==> config.mk <==
export PLATFORM = sky130hd
export DESIGN_NAME = alu_flag_gen
export DESIGN_NICKNAME = d
export VERILOG_FILES = /design/src/rtl/flag_pkg.sv /design/src/rtl/flag_ctrl.sv /design/src/rtl/flag_datapath.sv /design/src/rtl/alu_flag_gen.sv
export SDC_FILE = /design/constraint.sdc
export NUM_CORES = 1
export LEC_CHECK = 0
export ABC_AREA = 1
export BUFFER_PORTS_ARGS = -buffer_cell sky130_fd_sc_hd__buf_2
export CAP_MARGIN = 20
export CORE_MARGIN = 5
export CORE_UTILIZATION = 35
export DETAILED_ROUTE_END_ITERATION = 16
export GPL_ROUTABILITY_DRIVEN = 0
export PLACE_DENSITY = 0.73
export REMOVE_ABC_BUFFERS = 1
export SLEW_MARGIN = 20
export SYNTH_ARGS = -nofsm -noshare
export SYNTH_HDL_FRONTEND = slang
export SYNTH_SLANG_ARGS = --single-unit
==> constraint.sdc <==
create_clock -name clk -period 1.5 [get_ports clk]
set_clock_uncertainty 0.05 [all_clocks]
set_input_delay 0.15 -clock clk [delete_from_list [all_inputs] [get_ports clk]]
set_output_delay 0.15 -clock clk [all_outputs]
set_load 0.005 [all_outputs]
==> src/rtl/flag_pkg.sv <==
package flag_pkg;

  typedef enum logic [1:0] {
    OP_ADD   = 2'd0,
    OP_SUB   = 2'd1,
    OP_LOGIC = 2'd2,
    OP_MOVE  = 2'd3
  } opClass_t;

  localparam int CTL_N = 3;

  typedef struct packed {
    logic cf;
    logic pf;
    logic af;
    logic zf;
    logic sf;
    logic of;
  } arithFlags_t;

  typedef struct packed {
    logic             loadArith;
    logic             logicOp;
    logic             subOp;
    logic             wideSel;
    logic [CTL_N-1:0] setBit;
    logic [CTL_N-1:0] clrBit;
  } flagStrobes_t;

endpackage

==> src/rtl/flag_ctrl.sv <==
module flag_ctrl
  import flag_pkg::*;
(
  input  logic         [1:0] opClass,
  input  logic               wide,
  input  logic               wrEn,
  input  logic               ctlWe,
  input  logic         [1:0] ctlSel,
  input  logic               ctlVal,
  output flagStrobes_t       strb
);

  opClass_t cls;
  logic [CTL_N-1:0] setVec;
  logic [CTL_N-1:0] clrVec;

  assign cls = opClass_t'(opClass);

  // One command decoder per control bit; select code 3 matches none.
  for (genvar gi = 0; gi < CTL_N; gi++) begin : g_ctl
    logic hit;
    assign hit        = ctlWe && (ctlSel == 2'(gi));
    assign setVec[gi] = hit && ctlVal;
    assign clrVec[gi] = hit && !ctlVal;
  end

  always_comb begin
    strb           = '0;
    strb.loadArith = wrEn && (cls != OP_MOVE);
    strb.logicOp   = (cls == OP_LOGIC);
    strb.subOp     = (cls == OP_SUB);
    strb.wideSel   = wide;
    strb.setBit    = setVec;
    strb.clrBit    = clrVec;
  end

endmodule

==> src/rtl/flag_datapath.sv <==
module flag_datapath
  import flag_pkg::*;
#(
  parameter int DATA_W = 16,
  parameter int BYTE_W = 8,
  parameter int NIB_W  = 4
) (
  input  logic                clk,
  input  logic                rstN,
  input  logic [DATA_W-1:0]   opA,
  input  logic [DATA_W-1:0]   opB,
  input  logic [DATA_W-1:0]   res,
  input  flagStrobes_t        strb,
  output arithFlags_t         flagQ,
  output logic [CTL_N-1:0]    ctlQ
);

  localparam int NUM_LANE = 2;

  logic [NUM_LANE-1:0] carryAt;
  logic [NUM_LANE-1:0] ovfAt;
  logic [NUM_LANE-1:0] signAt;
  logic [NUM_LANE-1:0] zeroAt;
  logic                nibCarry;
  logic                evenPar;
  arithFlags_t         flagD;
  logic                unusedOperand;

  // Lane 0 evaluates the narrow width, lane 1 the full width.
  for (genvar gi = 0; gi < NUM_LANE; gi++) begin : g_lane
    localparam int MSB = (gi == 0) ? BYTE_W - 1 : DATA_W - 1;
    logic aS, bS, rS, addOut, subOut;
    assign aS     = opA[MSB];
    assign bS     = opB[MSB];
    assign rS     = res[MSB];
    // Carry into the top bit equals aS^bS^rS; fold it into the carry-out.
    assign addOut = (aS & bS) | ((aS | bS) & ~rS);
    assign subOut = (~aS & bS) | ((~aS | bS) & rS);
    assign carryAt[gi] = strb.subOp ? subOut : addOut;
    assign ovfAt[gi]   = strb.subOp ? ((aS ^ bS) & (rS ^ aS))
                                    : (~(aS ^ bS) & (rS ^ aS));
    assign signAt[gi]  = rS;
    assign zeroAt[gi]  = ~|res[MSB:0];
  end

  assign nibCarry      = opA[NIB_W] ^ opB[NIB_W] ^ res[NIB_W];
  assign evenPar       = ~^res[BYTE_W-1:0];
  assign unusedOperand = ^{opA, opB};

  always_comb begin
    flagD.pf = evenPar;
    flagD.zf = zeroAt[strb.wideSel];
    flagD.sf = signAt[strb.wideSel];
    if (strb.logicOp) begin
      flagD.cf = 1'b0;
      flagD.af = 1'b0;
      flagD.of = 1'b0;
    end else begin
      flagD.cf = carryAt[strb.wideSel];
      flagD.af = nibCarry;
      flagD.of = ovfAt[strb.wideSel];
    end
  end

  always_ff @(posedge clk or negedge rstN) begin
    if (!rstN) begin
      flagQ <= '0;
      ctlQ  <= '0;
    end else begin
      if (strb.loadArith) flagQ <= flagD;
      ctlQ <= (ctlQ | strb.setBit) & ~strb.clrBit;
    end
  end

endmodule

==> src/rtl/alu_flag_gen.sv <==
module alu_flag_gen
  import flag_pkg::*;
#(
  parameter int DATA_W = 16,
  parameter int BYTE_W = 8,
  parameter int NIB_W  = 4
) (
  input  logic              clk,
  input  logic              rstN,
  input  logic [DATA_W-1:0] opA,
  input  logic [DATA_W-1:0] opB,
  input  logic [DATA_W-1:0] res,
  input  logic [1:0]        opClass,
  input  logic              wide,
  input  logic              wrEn,
  input  logic              ctlWe,
  input  logic [1:0]        ctlSel,
  input  logic              ctlVal,
  output logic              carryFlag,
  output logic              parityFlag,
  output logic              auxFlag,
  output logic              zeroFlag,
  output logic              signFlag,
  output logic              ovfFlag,
  output logic              trapBit,
  output logic              intEnBit,
  output logic              dirBit
);

  flagStrobes_t     strb;
  arithFlags_t      flagQ;
  logic [CTL_N-1:0] ctlQ;

  flag_ctrl u_ctrl (
    .opClass (opClass),
    .wide    (wide),
    .wrEn    (wrEn),
    .ctlWe   (ctlWe),
    .ctlSel  (ctlSel),
    .ctlVal  (ctlVal),
    .strb    (strb)
  );

  flag_datapath #(
    .DATA_W (DATA_W),
    .BYTE_W (BYTE_W),
    .NIB_W  (NIB_W)
  ) u_dp (
    .clk   (clk),
    .rstN  (rstN),
    .opA   (opA),
    .opB   (opB),
    .res   (res),
    .strb  (strb),
    .flagQ (flagQ),
    .ctlQ  (ctlQ)
  );

  assign carryFlag  = flagQ.cf;
  assign parityFlag = flagQ.pf;
  assign auxFlag    = flagQ.af;
  assign zeroFlag   = flagQ.zf;
  assign signFlag   = flagQ.sf;
  assign ovfFlag    = flagQ.of;
  assign trapBit    = ctlQ[0];
  assign intEnBit   = ctlQ[1];
  assign dirBit     = ctlQ[2];

endmodule

Word level (Yosys, flattened, before mapping)

Index checks and enable logic that the tools add are counted.

Input bits: 58
Register bits after elaboration: 9
Output and inout port bits: 9

Equal/unequal tests: 5
Bitwise operators: 35
Order comparisons: 1
Muxes and demuxes: 15
Reductions and logical operators: 17

Operator list:

| kind                                                                  | count |
|---|---|
| 16-bit OR reduction                                                   | 1 |
| 1-bit two-way mux                                                     | 15 |
| 1-bit AND                                                             | 12 |
| 1-bit logical AND                                                     | 10 |
| 1-bit OR                                                              | 8 |
| 8-bit OR reduction                                                    | 1 |
| 8-bit XNOR reduction                                                  | 1 |
| 1-bit NOT                                                             | 6 |
| 1-bit XOR                                                             | 6 |
| 2-bit by 1-bit == test with 1-bit output (second input constant)      | 2 |
| 2-bit == test (second input constant)                                 | 2 |
| 3-bit AND                                                             | 1 |
| 1-bit zero test                                                       | 3 |
| 3-bit NOT                                                             | 1 |
| 3-bit OR                                                              | 1 |
| 2-bit zero test                                                       | 1 |
| 1-bit by 2-bit < comparator with 1-bit output (second input constant) | 1 |
| 2-bit != test (second input constant)                                 | 1 |

Longest topological paths before layout

Gate-level depths: netlist of the first run.

Depth in word-level cells: 8
Depth in mapped cells: 9
Gate-level depth less buffers: 9

Cells and area by module

Synthesis of the first run repeated with hierarchy kept, for this count alone.

Cell total of the unflattened synthesis: 135
Area total of the unflattened synthesis: 859.6 um^2

By module, submodules not included:

| module        | cells each | area each (um^2) | times used |
|---|---|---|---|
| flag_datapath | 116        | 778.2            | 1 |
| flag_ctrl     | 19         | 81.3             | 1 |

Worst setup path before layout of the first run

OpenSTA, ideal clock, no wires.

Path kind: input to register
From: input res[4]
To: register, netlist name u_dp.flagQ[4]
Buffers on the path: 0
Setup slack: 0.500 ns
Stages on the path: 6
Arrival: 0.828 ns
Cells stage by stage: inv_1 -> ha_1 -> xnor2_1 -> nand2_1 -> nand2_1 -> o21ai_1

Longest elaborated chain between the ends: 1

RTL lines:

| element              | RTL line            | text |
|---|---|---|
| start, declared      | alu_flag_gen.sv:12  | `input logic [DATA_W-1:0] res,` |
| 8-bit XNOR reduction | flag_datapath.sv:47 | `assign evenPar = ~^res[BYTE_W-1:0];` |

Every way passes these cells.
A chain may end at the register's enable or synchronous reset.

Worst setup path in the final report of the first run

From: register, netlist name u_dp.flagQ[1]
To: output signFlag

RTL lines:

| element       | RTL line           | text |
|---|---|---|
| end, declared | alu_flag_gen.sv:23 | `output logic signFlag,` |

No word-level cell between the ends.

==> results.yml, run 1 <==
pwr:
  power.total_w: 0.0007166
  ir_worst_vdd_uv: 337.3
  p_leak_nw: 0.6805
  power.density_nw_per_um2: 663.6
setup_path:
  cp.buffers_inverters: 1
  startpoint_type: "register"
  critPathRequiredTime_ns: 1.30
  arrival_ns: 0.77
  crit_family: "flip-flops"
  crit_path_max_incr_delay_ns: 0.38
  cp-end-kind: "primary output"
  path_max_fanout: 2
  slowest_stage: "dfrtp_1"
  crit_type: "reg2out"
  path_cells: "buf_2"
timing:
  drv_slew: 0
  final.min_clock_period_ns: 0.9654
  worstMarginPinSlew_ns: 0.2397
  max_freq_ghz: 1.036
  setup_violations: 0
  rsz0062_at_grt: "false"
  period_share: 0.6436
  relSlewSlack: 0.8396
  hold_viol: 0
  setup_tns_ns: 0
  fin_ws_ns: 0.5346
synthesis:
  synthFlopType: "dfrtp_1"
  ys_ff_latch: 9
  ys_seq_area_frac: 0.2786
  ys_top_cells_by_count: "38 x nand2_1, 22 x inv_1, 12 x ha_1, 11 x nor2_1, 9 x dfrtp_1"
  yosysMostFrequentCell: "nand2_1"
  synth-edff-count: 0
  yosys_warnings: 0
  yosys.area.top_type: "dfrtp_1"
  postSynth.asyncResetShare: 1.000
  yosys.cell_types.count: 19
  synth_top_area_share: 0.2786
  synth_area_um2: 808.3
  synth_area_leaders: "dfrtp_1 28%, ha_1 19%, nand2_1 18%"
  postSynthAreaPerCell_um2: 6.736
  syn_inst: 120
placement:
  post-place-ws_ns: 0.3166
  post-dp-hpwl_um: 1689
  port_buffers: 40
  placed_cells: 188
cts:
  cts_buffers: 3
  hold_buffers: 1
  clock_path_buffers: 2
  cts_resized: 0
  tritoncts: "done"
  htreeDepth: 1
  cts_setup_buffers: 0
  cts_root_buf: "clkbuf_4"
  cts_sinks: 9
  path_clk_slew_ns: 0.06
  clk_latency_ns: 0.26
floorplan:
  core_area_um2: 2212
  die_w_um: 58.06
  pin_count: 67
  fp.dieArea_um2: 3370
  start_util: 0.3654
  dieHeight_um: 58.06
  rows: 17
global_route:
  grt_overflow: 0
  grt_pass1_wl_um: 3208
  grt_use_total: 0.1191
  grt_pass1_vias: 873
  grt_antenna_before_repair: 0
  grt_max_degree: 10
job:
  drv_cap: 0
routing:
  vias: 870
  ant_nets: 0
  viasPerCell: 4.508
  route.detailed.drc: 0
  routed_wl_um: 1902
  wire_per_inst_um: 9.855
  drt_iter0_drc: 18
  dr.pass1.iters: 4
layout:
  antenna_cells: 0
  final_util: 0.4881
  n_fill_cell: 230
  drive_gt1_frac: 0.3030
  syn_to_final_growth_pct: 33.59
  fin_cells: 193
  nets: 236
run_status:
  status: "completed"
hold_path:
  hold_path.class: "in2reg"
[layout by cell type (no fill, tap or decap), types with 3 or more instances in the layout]
master    count
nor2_1       11
nand3_1       7
inv_2         3
clkbuf_4      3
inv_1        22
buf_2        40
dfrtp_1       9
ha_1         12
nand2_1      38
o21ai_0       4
[layer usage]
metal | GRT usage | up-vias | share of wire
li1 | - | 454 | -
met1 | 0.1242 | 383 | 0.41
met2 | 0.2210 | 31 | 0.50
met3 | 0.02673 | 2 | 0.076
met4 | 0.05960 | 0 | 0.012
met5 | 0 | - | 0
[worst register-to-register path, delay by kind of cell (launching register included)]
kind             cells  cell delay, ns
AO/OA/AOI/OAI        1            0.04
AND/OR/NAND/NOR      1            0.10
flip-flops           1            0.38
[cell type report]
cell class                 instances  area [um2]  share of cell area
inverter                          26       100.1             0.09270
multi-input combinational         85       483.0              0.4473
sequential                         9       225.2              0.2086
tap                               28       35.03             0.03244
clock buffer                       4       26.28             0.02433
timing repair buffer              41       210.2              0.1947
[final timing paths]
kind / startpoint / depth (start not counted) / slack [ns] / endpoint
setup / recovery: u_dp.flagQ[1]$_DFFE_PN0P_ / 1 / 0.53 / signFlag
hold / removal: ctlVal / 3 / 0.15 / register
setup reg to reg: u_dp.flagQ[1]$_DFFE_PN0P_ / 2 / 0.80 / u_dp.flagQ[1]$_DFFE_PN0P_
hold reg to reg: u_dp.flagQ[5]$_DFFE_PN0P_ / 2 / 0.43 / u_dp.flagQ[5]$_DFFE_PN0P_
max in group asynchronous: rstN / 2 / 1.00 / u_dp.flagQ[1]$_DFFE_PN0P_
min in group asynchronous: rstN / 2 / 0.22 / u_dp.flagQ[4]$_DFFE_PN0P_
[where the power goes]
group | total, W | switching, W | internal [W]
clock | 0.000184 | 0.0000813 | 0.000102
combinational | 0.000240 | 0.000127 | 0.000113
sequential | 0.000293 | 0.0000167 | 0.000277
total | 0.000717 | 0.000225 | 0.000491
[stage by stage]
stage	hold slack (ns)	cell area, um2
floorplan	-0.1956	808.3
finish	0.1451	1080
detailed placement	-0.03822	1044
global route	0.1651	1080
CTS	0.1465	1080
global placement	-0.04506	1044
[kinds of logic after synthesis]
| family | after synthesis | share of synthesized area |
|---|---|---|
| buf+inv | 26 | 0.1238 |
| flops | 9 | 0.2786 |
| xor+xnor | 3 | 0.03251 |
| compound gates | 10 | 0.07121 |
| fa+ha+maj | 12 | 0.1858 |
| simple gates | 60 | 0.3081 |
Note: power is estimated with default switching activity, not from simulation.
==> run 2, diff against run 1 <==
==> constraint.sdc (replaced) <==
create_clock -name clk -period 1 [get_ports clk]
set_clock_uncertainty 0.05 [all_clocks]
set_input_delay 0.1 -clock clk [delete_from_list [all_inputs] [get_ports clk]]
set_output_delay 0.1 -clock clk [all_outputs]
set_load 0.005 [all_outputs]
==> results.yml, run 2 (same netlist as run 1, synthesis figures left out) <==
cts:
  tritoncts: "done"
  cts_root_buf: "clkbuf_4"
  cts_buffers: 3
  clock_path_buffers: 2
  path_clk_slew_ns: 0.05
  cts_sinks: 9
  clk_latency_ns: 0.25
  cts_resized: 0
  htreeDepth: 1
placement:
  post-place-ws_ns: -0.09657
  post-dp-hpwl_um: 1692
  port_buffers: 40
setup_path:
  arrival_ns: 0.76
  crit_type: "reg2out"
  path_cells: "buf_2"
  cp-end-kind: "primary output"
  reg2reg_setup_slack_ns: 0.30
  cp.buffers_inverters: 1
  critPathRequiredTime_ns: 0.85
  slowest_stage: "dfrtp_1"
  crit_family: "flip-flops"
  reg2reg_depth: 2
  path_max_fanout: 2
  crit_path_max_incr_delay_ns: 0.38
  startpoint_type: "register"
global_route:
  grt_pass1_wl_um: 3167
  grt_max_degree: 10
  grt_antenna_before_repair: 0
  grt_overflow: 0
  grt_pass1_vias: 830
  grt_use_total: 0.1181
routing:
  vias: 857
  ant_nets: 0
  drt_iter0_drc: 12
  wire_per_inst_um: 9.442
  viasPerCell: 4.307
  routed_wl_um: 1879
  route.detailed.drc: 0
  dr.pass1.iters: 6
timing:
  worstMarginPinSlew_ns: 0.2623
  rsz0062_at_grt: "false"
  setup_tns_ns: 0
  max_freq_ghz: 1.098
  setup_violations: 0
  hold_viol: 0
  drv_slew: 0
  fin_ws_ns: 0.08910
  hold_ws_ns: 0.09987
  relSlewSlack: 0.8245
  period_share: 0.9109
  final.min_clock_period_ns: 0.9109
pwr:
  switching_share: 0.3044
  switchingPower_w: 0.0003287
  p_seq_frac: 0.409
  combPwrFrac: 0.345
  p_leak_nw: 0.7093
  clkPwrFrac: 0.246
  power.density_nw_per_um2: 960.0
  p_int_w: 0.0007511
  ir_worst_vdd_uv: 457.5
floorplan:
  core_area_um2: 2212
  dieHeight_um: 58.06
  fp.dieArea_um2: 3370
  rows: 17
  pin_count: 67
  start_util: 0.3654
  die_w_um: 58.06
layout:
  final_common_cell: "buf_2"
  syn_to_final_growth_pct: 39.16
  drive_gt1_frac: 0.3275
  final_cell_mix: "40 x buf_2, 38 x nand2_1, 22 x inv_1"
  antenna_cells: 0
  nets: 242
hold_path:
  hold_depth: 3
  min_to: "u_dp.flagQ[1]$_DFFE_PN0P_"
  holdCritStartpoint: "res[15]"
  hold_path.class: "in2reg"
run_status:
  status: "completed"
job:
  drv_cap: 0
## run 2: per-stage QoR
step	utilization	total power (W)	std cells	instance area [um2]
finish	0.5085	0.001080	199	1125
detailed placement	0.4921	0.0008248	194	1089
global placement	0.4921	0.0008072	194	1089
global route	0.5085	0.001181	199	1125
floorplan	-	0.0006338	120	808.3
CTS	0.5085	0.001100	199	1125
## run 2: what timing repair did
| item | 4_1_cts | 5_1_grt |
|---|---|---|
| hold endpoints to repair | 9 | 0 |
| setup buffers | 0 | 0 |
| hold buffers | 1 | 0 |
## run 2: power groups by stage
stage | clock (W) | combinational [W] | sequential, W
after floorplan | 0 | 0.000182 | 0.000452
after global placement | 0 | 0.000362 | 0.000445
after detailed placement | 0 | 0.000377 | 0.000448
after CTS | 0.000277 | 0.000381 | 0.000442
after global routing | 0.000300 | 0.000435 | 0.000446
final | 0.000266 | 0.000373 | 0.000441
## run 2: worst max-delay path by stage
| stage | to | slack (ns) | start | depth (start not counted) |
|---|---|---|---|---|
| 2_1_floorplan | u_dp.flagQ[4]$_DFFE_PN0P_ | 0.05 | res[4] | 6 |
| 3_3_place_gp | u_dp.flagQ[0]$_DFFE_PN0P_ | -0.07 | opA[7] | 10 |
| 3_5_place_dp | u_dp.flagQ[0]$_DFFE_PN0P_ | -0.1 | opA[7] | 10 |
| 4_1_cts | parityFlag | 0.08 | u_dp.flagQ[4]$_DFFE_PN0P_ | 1 |
| 5_1_grt | zeroFlag | 0.05 | u_dp.flagQ[2]$_DFFE_PN0P_ | 1 |
| 6_report | dirBit | 0.09 | register | 1 |
## run 2: cell type report
class | count | area (um2)
Fill cell | 232 | 1087
Multi-Input combinational cell | 85 | 483.0
Timing Repair Buffer | 47 | 255.2
Sequential cell | 9 | 225.2
Inverter | 26 | 100.1
Tap cell | 28 | 35.03
Clock buffer | 4 | 26.28
## run 2: routing by layer
layer,vias to the layer above,track usage,part of all wire
li1,468,-,-
met1,362,0.1334,0.42
met2,25,0.2065,0.50
met4,0,0.05960,0.013
met3,2,0.02673,0.065
met5,-,0,0
